**config.mk**
```make
export PLATFORM = sky130hd
export DESIGN_NAME = pipe_irq_agg
export DESIGN_NICKNAME = d
export VERILOG_FILES = /design/src/rtl/pipe_irq_pkg.sv /design/src/rtl/pia_enable_reg.sv /design/src/rtl/pia_status_reg.sv /design/src/rtl/pia_rearm.sv /design/src/rtl/pia_read_mux.sv /design/src/rtl/pipe_irq_agg.sv
export SDC_FILE = /design/constraint.sdc
export NUM_CORES = 1
export LEC_CHECK = 0
export ABC_AREA = 0
export BUFFER_PORTS_ARGS = -buffer_cell sky130_fd_sc_hd__buf_4
export CAP_MARGIN = 30
export CORE_MARGIN = 1
export CORE_UTILIZATION = 45
export DETAILED_ROUTE_END_ITERATION = 6
export PLACE_DENSITY_LB_ADDON = 0.05
export SYNTH_ARGS = -nofsm -noshare
export SYNTH_HDL_FRONTEND = slang
export SYNTH_HIERARCHICAL = 1
export SYNTH_SLANG_ARGS = --single-unit
export TNS_END_PERCENT = 50
```
**constraint.sdc**
```tcl
create_clock -name clk -period 1.7 [get_ports clk]
set_input_delay 0.085 -clock clk [delete_from_list [all_inputs] [get_ports clk]]
set_output_delay 0.085 -clock clk [all_outputs]
set_load 0.005 [all_outputs]
```
**src/rtl/pipe_irq_pkg.sv**
```systemverilog
package pipe_irq_pkg;

  typedef enum logic [1:0] {
    SEL_ENABLE = 2'd0,
    SEL_STATUS = 2'd1,
    SEL_NONE   = 2'd2
  } reg_sel_e;

  // Next value of one status bit: cleared by a write of 0, an event wins.
  function automatic logic f_status_next(input logic cur, input logic clr_wr,
                                         input logic keep, input logic evt);
    logic kill;
    kill = clr_wr & ~keep;
    return (cur & ~kill) | evt;
  endfunction

  // One enable bit turning on.
  function automatic logic f_turns_on(input logic old_v, input logic new_v);
    return new_v & ~old_v;
  endfunction

  // Map an address to a register selector.
  function automatic reg_sel_e f_decode(input logic [1:0] a);
    case (a)
      2'd0:    return SEL_ENABLE;
      2'd1:    return SEL_STATUS;
      default: return SEL_NONE;
    endcase
  endfunction

endpackage

```
**src/rtl/pia_enable_reg.sv**
```systemverilog
module pia_enable_reg
  import pipe_irq_pkg::*;
#(
  parameter int N  = 10,
  parameter int DW = 16
) (
  input  logic          clk,
  input  logic          rst_n,
  input  logic          wr_hit,
  input  logic [DW-1:0] wr_data,
  output logic [DW-1:0] en_full_q,
  output logic [N-1:0]  rise_o
);
  localparam logic [DW-1:0] VALID_MASK = DW'((64'd1 << N) - 64'd1);

  logic [DW-1:0] en_d;

  always_comb begin
    en_d = wr_hit ? (wr_data & VALID_MASK) : en_full_q;
  end

  always_ff @(posedge clk or negedge rst_n) begin
    if (!rst_n) en_full_q <= '0;
    else        en_full_q <= en_d;
  end

  for (genvar i = 0; i < N; i++) begin : g_rise
    assign rise_o[i] = wr_hit & f_turns_on(en_full_q[i], wr_data[i]);
  end
endmodule

```
**src/rtl/pia_status_reg.sv**
```systemverilog
module pia_status_reg
  import pipe_irq_pkg::*;
#(
  parameter int N = 10
) (
  input  logic         clk,
  input  logic         rst_n,
  input  logic         clr_hit,
  input  logic [N-1:0] keep_mask,
  input  logic [N-1:0] evt_i,
  output logic [N-1:0] st_q
);
  for (genvar i = 0; i < N; i++) begin : g_bit
    logic nxt;
    always_comb nxt = f_status_next(st_q[i], clr_hit, keep_mask[i], evt_i[i]);
    always_ff @(posedge clk or negedge rst_n) begin
      if (!rst_n) st_q[i] <= 1'b0;
      else        st_q[i] <= nxt;
    end
  end
endmodule

```
**src/rtl/pia_rearm.sv**
```systemverilog
module pia_rearm #(
  parameter int N = 10
) (
  input  logic         clk,
  input  logic         rst_n,
  input  logic [N-1:0] rise_i,
  input  logic [N-1:0] st_q,
  input  logic [N-1:0] en_q,
  output logic         summary_o,
  output logic         pulse_q
);
  logic any_pending;
  logic any_rise;

  assign any_pending = |st_q;
  assign any_rise    = |rise_i;
  assign summary_o   = |(st_q & en_q);

  always_ff @(posedge clk or negedge rst_n) begin
    if (!rst_n) pulse_q <= 1'b0;
    else        pulse_q <= any_rise & any_pending;
  end
endmodule

```
**src/rtl/pia_read_mux.sv**
```systemverilog
module pia_read_mux
  import pipe_irq_pkg::*;
#(
  parameter int N  = 10,
  parameter int DW = 16,
  parameter int AW = 2
) (
  input  logic [AW-1:0] addr,
  input  logic [DW-1:0] en_full,
  input  logic [N-1:0]  st,
  output logic [DW-1:0] rdata
);
  reg_sel_e sel;

  always_comb begin
    sel = f_decode(2'(addr));
    case (sel)
      SEL_ENABLE: rdata = en_full;
      SEL_STATUS: rdata = DW'(st);
      default:    rdata = '0;
    endcase
  end
endmodule

```
**src/rtl/pipe_irq_agg.sv**
```systemverilog
module pipe_irq_agg
  import pipe_irq_pkg::*;
#(
  parameter int N  = 10,
  parameter int DW = 16,
  parameter int AW = 2
) (
  input  logic          clk,
  input  logic          rst_n,
  input  logic [AW-1:0] reg_addr,
  input  logic          reg_wr,
  input  logic [DW-1:0] reg_wdata,
  output logic [DW-1:0] reg_rdata,
  input  logic [N-1:0]  pipe_evt,
  output logic          irq_o
);
  reg_sel_e      wsel;
  logic          en_wr_hit;
  logic          st_wr_hit;
  logic [DW-1:0] en_full_q;
  logic [N-1:0]  enable_q;
  logic [N-1:0]  status_q;
  logic [N-1:0]  rise;
  logic          summary;
  logic          rearm_pulse;

  assign wsel      = f_decode(2'(reg_addr));
  assign en_wr_hit = reg_wr & (wsel == SEL_ENABLE);
  assign st_wr_hit = reg_wr & (wsel == SEL_STATUS);
  assign enable_q  = en_full_q[N-1:0];

  pia_enable_reg #(.N(N), .DW(DW)) u_en (
    .clk(clk), .rst_n(rst_n), .wr_hit(en_wr_hit), .wr_data(reg_wdata),
    .en_full_q(en_full_q), .rise_o(rise)
  );

  pia_status_reg #(.N(N)) u_st (
    .clk(clk), .rst_n(rst_n), .clr_hit(st_wr_hit), .keep_mask(reg_wdata[N-1:0]),
    .evt_i(pipe_evt), .st_q(status_q)
  );

  pia_rearm #(.N(N)) u_rearm (
    .clk(clk), .rst_n(rst_n), .rise_i(rise), .st_q(status_q), .en_q(enable_q),
    .summary_o(summary), .pulse_q(rearm_pulse)
  );

  pia_read_mux #(.N(N), .DW(DW), .AW(AW)) u_rd (
    .addr(reg_addr), .en_full(en_full_q), .st(status_q), .rdata(reg_rdata)
  );

  assign irq_o = summary | rearm_pulse;
endmodule

```
* Word-level counts from Yosys, hierarchy flattened *
Cells that the tools add are included.

word-level totals
  bits in registers = 21
  bits of input ports = 31
  output and inout port bits = 17
  word-level logic and storage cells = 106

cells by class
  equality and inequality tests = 2
  muxes and demuxes = 2
  bitwise operators = 85
  reductions and logical operators = 5

operators with widths
  cell                  count
  $and A1 B1 Y1         43
  $not A1 Y1            30
  $reduce_or A10 Y1     3
  $pmux W10 S2          1
  $or A1 B1 Y1          11
  $and A10 B10 Y10      1
  $eq A2 B1 Y1 const B  2
  $logic_not A2 Y1      2
  $pmux W2 S2           1

* Depth between registers and ports, before layout *
Gate-level depths: netlist of run 1.

  depth after elaboration = 8
  gate-level depth with buffers = 5
  gate-level depth less buffers = 4

* Modules after synthesis *
The synthesis of run 1 kept the hierarchy.

by module, submodules not included
  module          times used  cells each  area each (sq um)  seq. area each (sq um)
  pia_enable_reg  1           39          553.0              250.2
  pia_status_reg  1           30          387.9              250.2
  pia_read_mux    1           29          193.9              0.0
  pia_rearm       1           14          115.1              25.0
  pipe_irq_agg    1           3           27.5               0.0

* Worst setup path before layout of run 1 *
Ideal clock, no wire load.

  path type = register to register
  start point = register u_st.st_q[6]
  end point = register u_rearm.pulse_q
  setup time = 133 ps
  data arrival time = 1,149 ps
  data required time = 1,567 ps
  slack = 418 ps
  stages on the path, launching flop included = 4
  buffers on the path = 0
  clock period less this slack = 1,282 ps
  cells stage by stage = dfrtp_1 or4_1 nor4_1 a31oi_1

on the way
  cells in the longest elaborated chain, start to end = 2

RTL lines
  element                          line                  RTL
  start, declared                  pia_status_reg.sv:11  output logic [N-1:0] st_q
  start signal, assigned by index  pia_status_reg.sv:18  else st_q[i] <= nxt;
  $reduce_or A10 Y1                pia_rearm.sv:15       assign any_pending = |st_q;
  $and A1 B1 Y1                    pia_rearm.sv:21       else pulse_q <= any_rise & any_pending;
  end signal, assigned             pia_rearm.sv:21
  end, declared                    pia_rearm.sv:10       output logic pulse_q

Every way passes these cells.
A chain may end at the register's enable or synchronous reset.

* Worst setup path in the final report of run 1 *
  start point = register u_en.en_full_q[4]
  end point = output irq_o

on the way
  cells in the longest elaborated chain, start to end = 3

RTL lines
  element                 line                  RTL
  start, declared         pia_enable_reg.sv:11  output logic [DW-1:0] en_full_q,
  start signal, assigned  pia_enable_reg.sv:24  else en_full_q <= en_d;
  $and A10 B10 Y10        pia_rearm.sv:17       assign summary_o = |(st_q & en_q);
  $reduce_or A10 Y1       pia_rearm.sv:17
  named net summary       pipe_irq_agg.sv:24    logic summary;
  $or A1 B1 Y1            pipe_irq_agg.sv:51    assign irq_o = summary | rearm_pulse;
  end, declared           pipe_irq_agg.sv:15    output logic irq_o

The timed path passes the listed nets, and every way through them passes these cells.

==> reports/qor.txt, run 1 <==
Worst Path Class, Setup: flop to output port
most common flop cell mapped by yosys: sky130_fd_sc_hd__dfrtp_1
Yosys Warn Count: 6
data arrival time of the worst path: 1.57 ns
Yosys top cell by area: sky130_fd_sc_hd__dfrtp_1
total I/O pin count: 48
CTS tree: built
die width: 55.3 um
count of nets left with antenna violations after detail routing: 0
fraction of layout cells with a size suffix above 1: 33.1%
post-synthesis instance area: 1280 um^2
first-pass GRT wire length: 4590 um
Skew-Pair Late Insertion Delay: 0.30 ns
worst-case vdd ir drop: 0.707 mV
count of clock tree sinks: 21
worst setup slack after placement: 0.283 ns
Clock transition at path regs: 0.12 ns
Initial DRT Pass Iterations: 4
min-delay worst type: primary input to flop
Via-to-Cell Ratio: 5.01
clock buffers created by TritonCTS: 3
max-cap viol count: 0
worst endpoint required time: 1.62 ns
area of the core: 2590 um^2
H-Tree Depth: 1
final period utilization: 97.6%
overflow left after global routing: 0
Iteration-0 DRC Markers: 19
via count: 997
post-synthesis to final-layout area growth: 37.3%
number of cells produced by synthesis: 115
Leakage: 0.831 nW
number of synthesized register bits: 21
maximum number of pins on one net before global-route repair: 22
Final HPWL DP: 1910 um
run status: finished, final reports clean
number of cells after detailed placement: 177
final setup violation count: 0
power density normalized to cell area: 681 nW/um^2
Post-Syn Area per Cell: 11.1 um^2
vias in the first global route: 979
global placer's final weighted congestion: 0.736
IO buf count: 35
Startpoint Class: flop
cell at the root of the clock tree: sky130_fd_sc_hd__clkbuf_4
vertical extent of the die: 55.3 um
setup ws final: 0.0415 ns
maximum fanout along the worst path: 2
post-route minimum period: 1.66 ns
most frequently used cell type in the post-synthesis netlist: sky130_fd_sc_hd__dfrtp_1
post-synthesis async set-or-reset flop share: 100%
share of synthesized area occupied by flip-flops and latches: 41.1%
final number of hold-violating endpoints: 0
top cells by area, synth: sky130_fd_sc_hd__dfrtp_1, sky130_fd_sc_hd__mux2_4, sky130_fd_sc_hd__mux2i_1, sky130_fd_sc_hd__and3b_1, sky130_fd_sc_hd__a21o_1
share of the synthesized area in the top cell type: 41.1%
buffers from clock root to sink, at most: 2
most frequent cells after synthesis: sky130_fd_sc_hd__dfrtp_1, sky130_fd_sc_hd__nor2_1, sky130_fd_sc_hd__and3b_1
distinct cell type count after synthesis: 22
sort of element at the end of the critical path: output port
DRC viols: 0
f_max: 0.603 GHz
number of antenna violations at the first check in global routing: 0
non-filler instance count after layout: 199
full die area: 3060 um^2
worst setup skew after layout: 0.00540 ns
number of core rows: 18
Post-Route WL: 2850 um
fin. max-slew vios: 0
count of flip-flops with a built-in enable after synthesis: 0
RSZ-0062 raised after global routing: yes
Global Route Usage Sum: 19.0%
number of antenna diodes: 0
Starting Density: 49.3%
worst hold margin: 0.0166 ns
final net count: 201
DR WL/cell: 14.3 um
path summary, 6_finish.rpt:
kind / start / to / slack [ns] / cells past startpoint
setup / recovery: u_en/en_full_q[4] / irq_o / 0.04 / 5
hold / removal: reg_wdata[5] / u_en/en_full_q[5] / 0.02 / 2
setup reg to reg: u_st/st_q[4] / u_rearm/pulse_q / 0.32 / 4
hold reg to reg: u_st/st_q[8] / u_st/st_q[8] / 0.56 / 1
max in group asynchronous: rst_n / u_en/en_full_q[2] / 1.29 / 2
min in group asynchronous: rst_n / u_st/st_q[1] / 0.18 / 2
per-layer routing:
layer / wire [um] / GRT usage [%] / part of all wire, %
met5: 0 / 0 / 0
met4: 15 / 2.14 / 0.53
met3: 119 / 6.09 / 4.2
met2: 1360 / 32.0 / 47
met1: 1360 / 24.6 / 48
cells by family (layout without fill, tap and decap cells):
family          after synthesis  count (layout)  synth area share, %
compound gates               16              16                 9.50
buf+inv                      10              59                 5.97
flops                        21              21                 41.1
mux                          20              20                 19.6
other cells                   1               6                0.294
simple gates                 47              47                 23.5
report_power, final:
group | internal, W | switching (W)
clock | 0.0000915 | 0.000150
sequential | 0.000556 | 0.0000550
combinational | 0.000227 | 0.000115
total | 0.000874 | 0.000320
cell usage in the layout, fill, tap and decap left out:
master                          synthesis  routed
sky130_fd_sc_hd__a21o_1                10      10
sky130_fd_sc_hd__a221oi_2               0       1
sky130_fd_sc_hd__a22o_1                 1       1
sky130_fd_sc_hd__a22oi_1                3       3
sky130_fd_sc_hd__a31oi_1                1       1
sky130_fd_sc_hd__and2_1                 6       6
sky130_fd_sc_hd__and3b_1               11      11
sky130_fd_sc_hd__buf_12                 0       1
sky130_fd_sc_hd__buf_4                  6      39
sky130_fd_sc_hd__buf_6                  2       1
sky130_fd_sc_hd__clkbuf_1               1       1
sky130_fd_sc_hd__clkbuf_4               0       3
sky130_fd_sc_hd__conb_1                 1       6
sky130_fd_sc_hd__dfrtp_1               21      21
sky130_fd_sc_hd__dlygate4sd3_1          0      14
sky130_fd_sc_hd__mux2_4                10      10
sky130_fd_sc_hd__mux2i_1               10      10
sky130_fd_sc_hd__nand2b_1              10      10
sky130_fd_sc_hd__nand4_1                1       1
sky130_fd_sc_hd__nor2_1                12      12
sky130_fd_sc_hd__nor3b_2                1       1
sky130_fd_sc_hd__nor4_1                 3       3
sky130_fd_sc_hd__or2_1                  1       1
sky130_fd_sc_hd__or4_1                  2       2
through the flow:
| step | utilization (%) | total power, W | area [um^2] | setup TNS [ns] |
|---|---|---|---|---|
| floorplan | - | 0.000795 | 1300 | 0 |
| global placement | 59.8 | 0.000909 | 1550 | 0 |
| detailed placement | 59.8 | 0.000916 | 1550 | 0 |
| CTS | 66.1 | 0.00120 | 1710 | 0 |
| global route | 67.7 | 0.00126 | 1750 | -0.0475 |
| finish | 67.7 | 0.00119 | 1750 | 0 |
sequential cells by signal, indices dropped and copies added, names as in the netlist:
signal,flops
u_en/en_full_q,10
u_st/st_q,10
u_rearm/pulse_q,1
final cells by class:
cell class / instances / area [um^2]
multi-input cells: 89 / 701
well taps: 30 / 37.5
repair buffers: 55 / 464
fillers: 205 / 836
flip-flops and latches: 21 / 526
clock buffers: 4 / 26.3
critical path, cell delays in order (launching register included):
cell	delay, ns
sky130_fd_sc_hd__dfrtp_1	0.40
sky130_fd_sc_hd__a22o_1	0.24
sky130_fd_sc_hd__a221oi_2	0.19
sky130_fd_sc_hd__nand4_1	0.09
sky130_fd_sc_hd__or2_1	0.23
sky130_fd_sc_hd__buf_6	0.12
what timing repair did:
action,CTS,global route
resized for setup,1,1
endpoints found under the hold margin,31,3
pin swaps,0,2
setup endpoints to repair,1,1
gates cloned,0,0
buffers inserted,3,1
hold buffers,11,3
Power figures use the tool's default switching activity.
==> inputs of run 2 (changes only) <==
- SYNTH_HIERARCHICAL: 1 -> unset
==> run 2 against run 1 <==
Global-route usage increased by 1.5 points. Wire length decreased by 10%. Clock skew about the same. Critical endpoint unchanged. Sequential share of layout area increased by 3.9 points. Combinational power decreased by 17%. Sequential cell count unchanged. Non-clock buffer count decreased by 6. First-iteration DRC count increased by 16%. Critical path depth decreased by 1. Register-to-register slack got worse by 0.06 ns.
==> reports/qor.txt, run 2 <==
run status: finished, final reports clean (unchanged)
number of core rows: 17 (was 18)
post-synthesis async set-or-reset flop share: 100% (unchanged)
Final HPWL DP: 1830 um (was 1910 um)
share of the synthesized area in the top cell type: 46.3% (was 41.1%)
net switching power: 0.000310 W (was 0.000320 W)
most frequent cells in the layout: sky130_fd_sc_hd__buf_4, sky130_fd_sc_hd__dfrtp_1, sky130_fd_sc_hd__o21ai_0, sky130_fd_sc_hd__dlygate4sd3_1 (was sky130_fd_sc_hd__buf_4, sky130_fd_sc_hd__dfrtp_1, sky130_fd_sc_hd__dlygate4sd3_1, sky130_fd_sc_hd__nor2_1, sky130_fd_sc_hd__and3b_1)
overflow left after global routing: 0 (unchanged)
count of cells along the worst hold path: 3 (was 2)
maximum fanout along the worst path: 3 (was 2)
final setup violation count: 0 (unchanged)
Worst Path Class, Setup: flop to output port (unchanged)
final total negative setup slack: 0 ns (unchanged)
vias in the first global route: 911 (was 979)
top cells by area, synth: sky130_fd_sc_hd__dfrtp_1, sky130_fd_sc_hd__mux2i_1, sky130_fd_sc_hd__o21ai_0, sky130_fd_sc_hd__mux2_2, sky130_fd_sc_hd__nand2b_1 (was sky130_fd_sc_hd__dfrtp_1, sky130_fd_sc_hd__mux2_4, sky130_fd_sc_hd__mux2i_1, sky130_fd_sc_hd__and3b_1, sky130_fd_sc_hd__a21o_1)
clock network fraction of total power: 21.0% (was 20.2%)
H-Tree Depth: 1 (unchanged)
Worst Reg2Reg Path Length in Cells: 3 (was 4)
most common flop cell mapped by yosys: sky130_fd_sc_hd__dfrtp_1 (unchanged)
Via-to-Cell Ratio: 5.39 (was 5.01)
share of synthesized area occupied by flip-flops and latches: 46.3% (was 41.1%)
vertical extent of the die: 52.2 um (was 55.3 um)
sequence of cells on the critical path: a22o_1 > a221oi_1 > nand3_1 > buf_4 (was a22o_1 > a221oi_2 > nand4_1 > or2_1 > buf_6)
sort of element at the end of the critical path: output port (unchanged)
fin. max-slew vios: 0 (unchanged)
leading cell type in the layout, fill and taps excluded: sky130_fd_sc_hd__buf_4 (unchanged)
worst-case vdd ir drop: 0.480 mV (was 0.707 mV)
clock buffers created by TritonCTS: 3 (unchanged)
part of the total power dissipated in combinational logic: 25.3% (was 28.6%)
count of nets left with antenna violations after detail routing: 0 (unchanged)
area of the core: 2300 um^2 (was 2590 um^2)
internal power: 0.000811 W (was 0.000874 W)
number of synthesized register bits: 21 (unchanged)
via count: 1007 (was 997)
IO buf count: 35 (unchanged)
Post-Route WL: 2560 um (was 2850 um)
count of buffering cells on the critical path with inverters included: 1 (unchanged)
CTS tree: built (unchanged)
data arrival time of the worst path: 1.51 ns (was 1.57 ns)
number of antenna diodes: 0 (unchanged)
worst hold margin: 0.0146 ns (was 0.0166 ns)
DRC viols: 0 (unchanged)
biggest registers after layout: u_en.en_full_q (10), u_st.st_q (10), u_rearm.pulse_q (1) (was u_en/en_full_q (10), u_st/st_q (10), u_rearm/pulse_q (1))
Starting Density: 49.4% (was 49.3%)
Yosys top cell by area: sky130_fd_sc_hd__dfrtp_1 (unchanged)
DR WL/cell: 13.7 um (was 14.3 um)
number of antenna violations at the first check in global routing: 0 (unchanged)
Yosys Warn Count: 0 (was 6)
min-delay worst type: primary input to flop (unchanged)
distinct cell type count after synthesis: 26 (was 22)
count of flip-flops with a built-in enable after synthesis: 0 (unchanged)
Clock transition at path regs: 0.12 ns (about the same)
final net count: 191 (was 201)
max-cap viol count: 0 (unchanged)
Leakage: 0.692 nW (was 0.831 nW)
cell at the root of the clock tree: sky130_fd_sc_hd__clkbuf_4 (unchanged)
final number of hold-violating endpoints: 0 (unchanged)
total I/O pin count: 48 (unchanged)
count of clock tree sinks: 21 (unchanged)
global placer's final weighted congestion: 0.823 (was 0.736)
Skew-Pair Late Insertion Delay: 0.29 ns (was 0.30 ns)
post-synthesis instance area: 1130 um^2 (was 1280 um^2)
fraction of layout cells with a size suffix above 1: 30.8% (was 33.1%)
most frequent cells after synthesis: sky130_fd_sc_hd__dfrtp_1, sky130_fd_sc_hd__o21ai_0, sky130_fd_sc_hd__mux2i_1, sky130_fd_sc_hd__nand2b_1, sky130_fd_sc_hd__nor2_1 (was sky130_fd_sc_hd__dfrtp_1, sky130_fd_sc_hd__nor2_1, sky130_fd_sc_hd__and3b_1)
maximum number of pins on one net before global-route repair: 22 (unchanged)
post-route minimum period: 1.60 ns (was 1.66 ns)
f_max: 0.626 GHz (was 0.603 GHz)
Iteration-0 DRC Markers: 22 (was 19)
RSZ-0062 raised after global routing: no (was yes)
first-pass GRT wire length: 4070 um (was 4590 um)
die width: 52.2 um (was 55.3 um)
crit-path max cell delay: 0.41 ns (was 0.40 ns)
number of cells produced by synthesis: 110 (was 115)
total stage count of the critical path: 4 (was 5)
final period utilization: 94.0% (was 97.6%)
power density normalized to cell area: 721 nW/um^2 (was 681 nW/um^2)
net switching share of the total power: 27.7% (was 26.8%)
part of the total power dissipated in sequential elements: 53.7% (was 51.2%)
Startpoint Class: flop (unchanged)
Crit path max-delay family: compound AO/OA/AOI/OAI gates (unchanged)
worst endpoint required time: 1.62 ns (about the same)
Initial DRT Pass Iterations: 5 (was 4)
full die area: 2730 um^2 (was 3060 um^2)
number of buffers added for setup after CTS: 0 (was 3)
worst setup skew after layout: 0.00490 ns (was 0.00540 ns)
Global Route Usage Sum: 20.5% (was 19.0%)
most frequently used cell type in the post-synthesis netlist: sky130_fd_sc_hd__dfrtp_1 (unchanged)
Slowest cell on crit path: sky130_fd_sc_hd__dfrtp_1 (unchanged)
post-synthesis to final-layout area growth: 36.9% (was 37.3%)
Post-Syn Area per Cell: 10.3 um^2 (was 11.1 um^2)
buffers from clock root to sink, at most: 2 (unchanged)
run 2: cell families after synthesis:
family                 count (synthesis)  synth area share, %
AO/OA/AOI/OAI                         24                 14.2
buffers and inverters                 13                 6.50
flip-flops                            21                 46.3
multiplexers                          16                 14.8
other                                  1                0.330
AND/OR/NAND/NOR                       35                 17.9
run 2: final timing paths:
check,from,endpoint,slack [ns]
min in group asynchronous,rst_n,u_en.en_full_q[7],0.20
worst min-delay path,reg_wdata[3],u_en.en_full_q[3],0.01
worst min register to register,u_en.en_full_q[3],u_en.en_full_q[3],0.58
worst max register to register,u_st.st_q[6],u_rearm.pulse_q,0.26
max in group asynchronous,rst_n,u_st.st_q[4],1.28
worst max-delay path,u_en.en_full_q[1],irq_o,0.10
run 2: cell type report:
cell class | instances | area (um^2)
fillers | 183 | 743
multi-input cells | 81 | 554
flip-flops and latches | 21 | 526
repair buffers | 49 | 398
well taps | 28 | 35.0
clock buffers | 4 | 26.3
inverters | 4 | 15.0
run 2: per-stage QoR:
| step | area [um^2] | util (%) | total power, W | setup WS (ns) | instances |
|---|---|---|---|---|---|
| 6_report | 1550 | 67.6 | 0.00112 | 0.102 | 187 |
| 5_1_grt | 1550 | 67.6 | 0.00119 | 0.0271 | 187 |
| 4_1_cts | 1540 | 67.2 | 0.00113 | 0.139 | 186 |
| 3_5_place_dp | 1410 | 61.3 | 0.000873 | 0.283 | 171 |
| 3_3_place_gp | 1410 | 61.3 | 0.000865 | 0.293 | 171 |
| 2_1_floorplan | 1150 | - | 0.000750 | 0.341 | 115 |
run 2: per-layer routing:
layer / GRT usage (%) / part of all wire (%) / wire [um]
met1: 27.6 / 45 / 1160
met5: 0 / 0 / 0
met2: 34.8 / 47 / 1190
met3: 2.61 / 7.3 / 186
met4: 5.26 / 0.66 / 17
run 2: power groups by stage:
stage / registers, W / clock network, W / logic [W]
2_1_floorplan: 0.000597 / 0 / 0.000153
3_5_place_dp: 0.000611 / 0 / 0.000262
3_3_place_gp: 0.000609 / 0 / 0.000256
4_1_cts: 0.000601 / 0.000243 / 0.000283
6_report: 0.000602 / 0.000236 / 0.000283
5_1_grt: 0.000611 / 0.000271 / 0.000311
run 2: worst register-to-register path: stages (launching register included):
cell	delay, ns
sky130_fd_sc_hd__dfrtp_1	0.43
sky130_fd_sc_hd__or4_4	0.55
sky130_fd_sc_hd__o41ai_2	0.27
sky130_fd_sc_hd__a31oi_1	0.06
run 2: repair_timing:
item	in CTS	in global routing
resized for setup	0	0
hold buffers	11	1
hold endpoints to repair	31	1
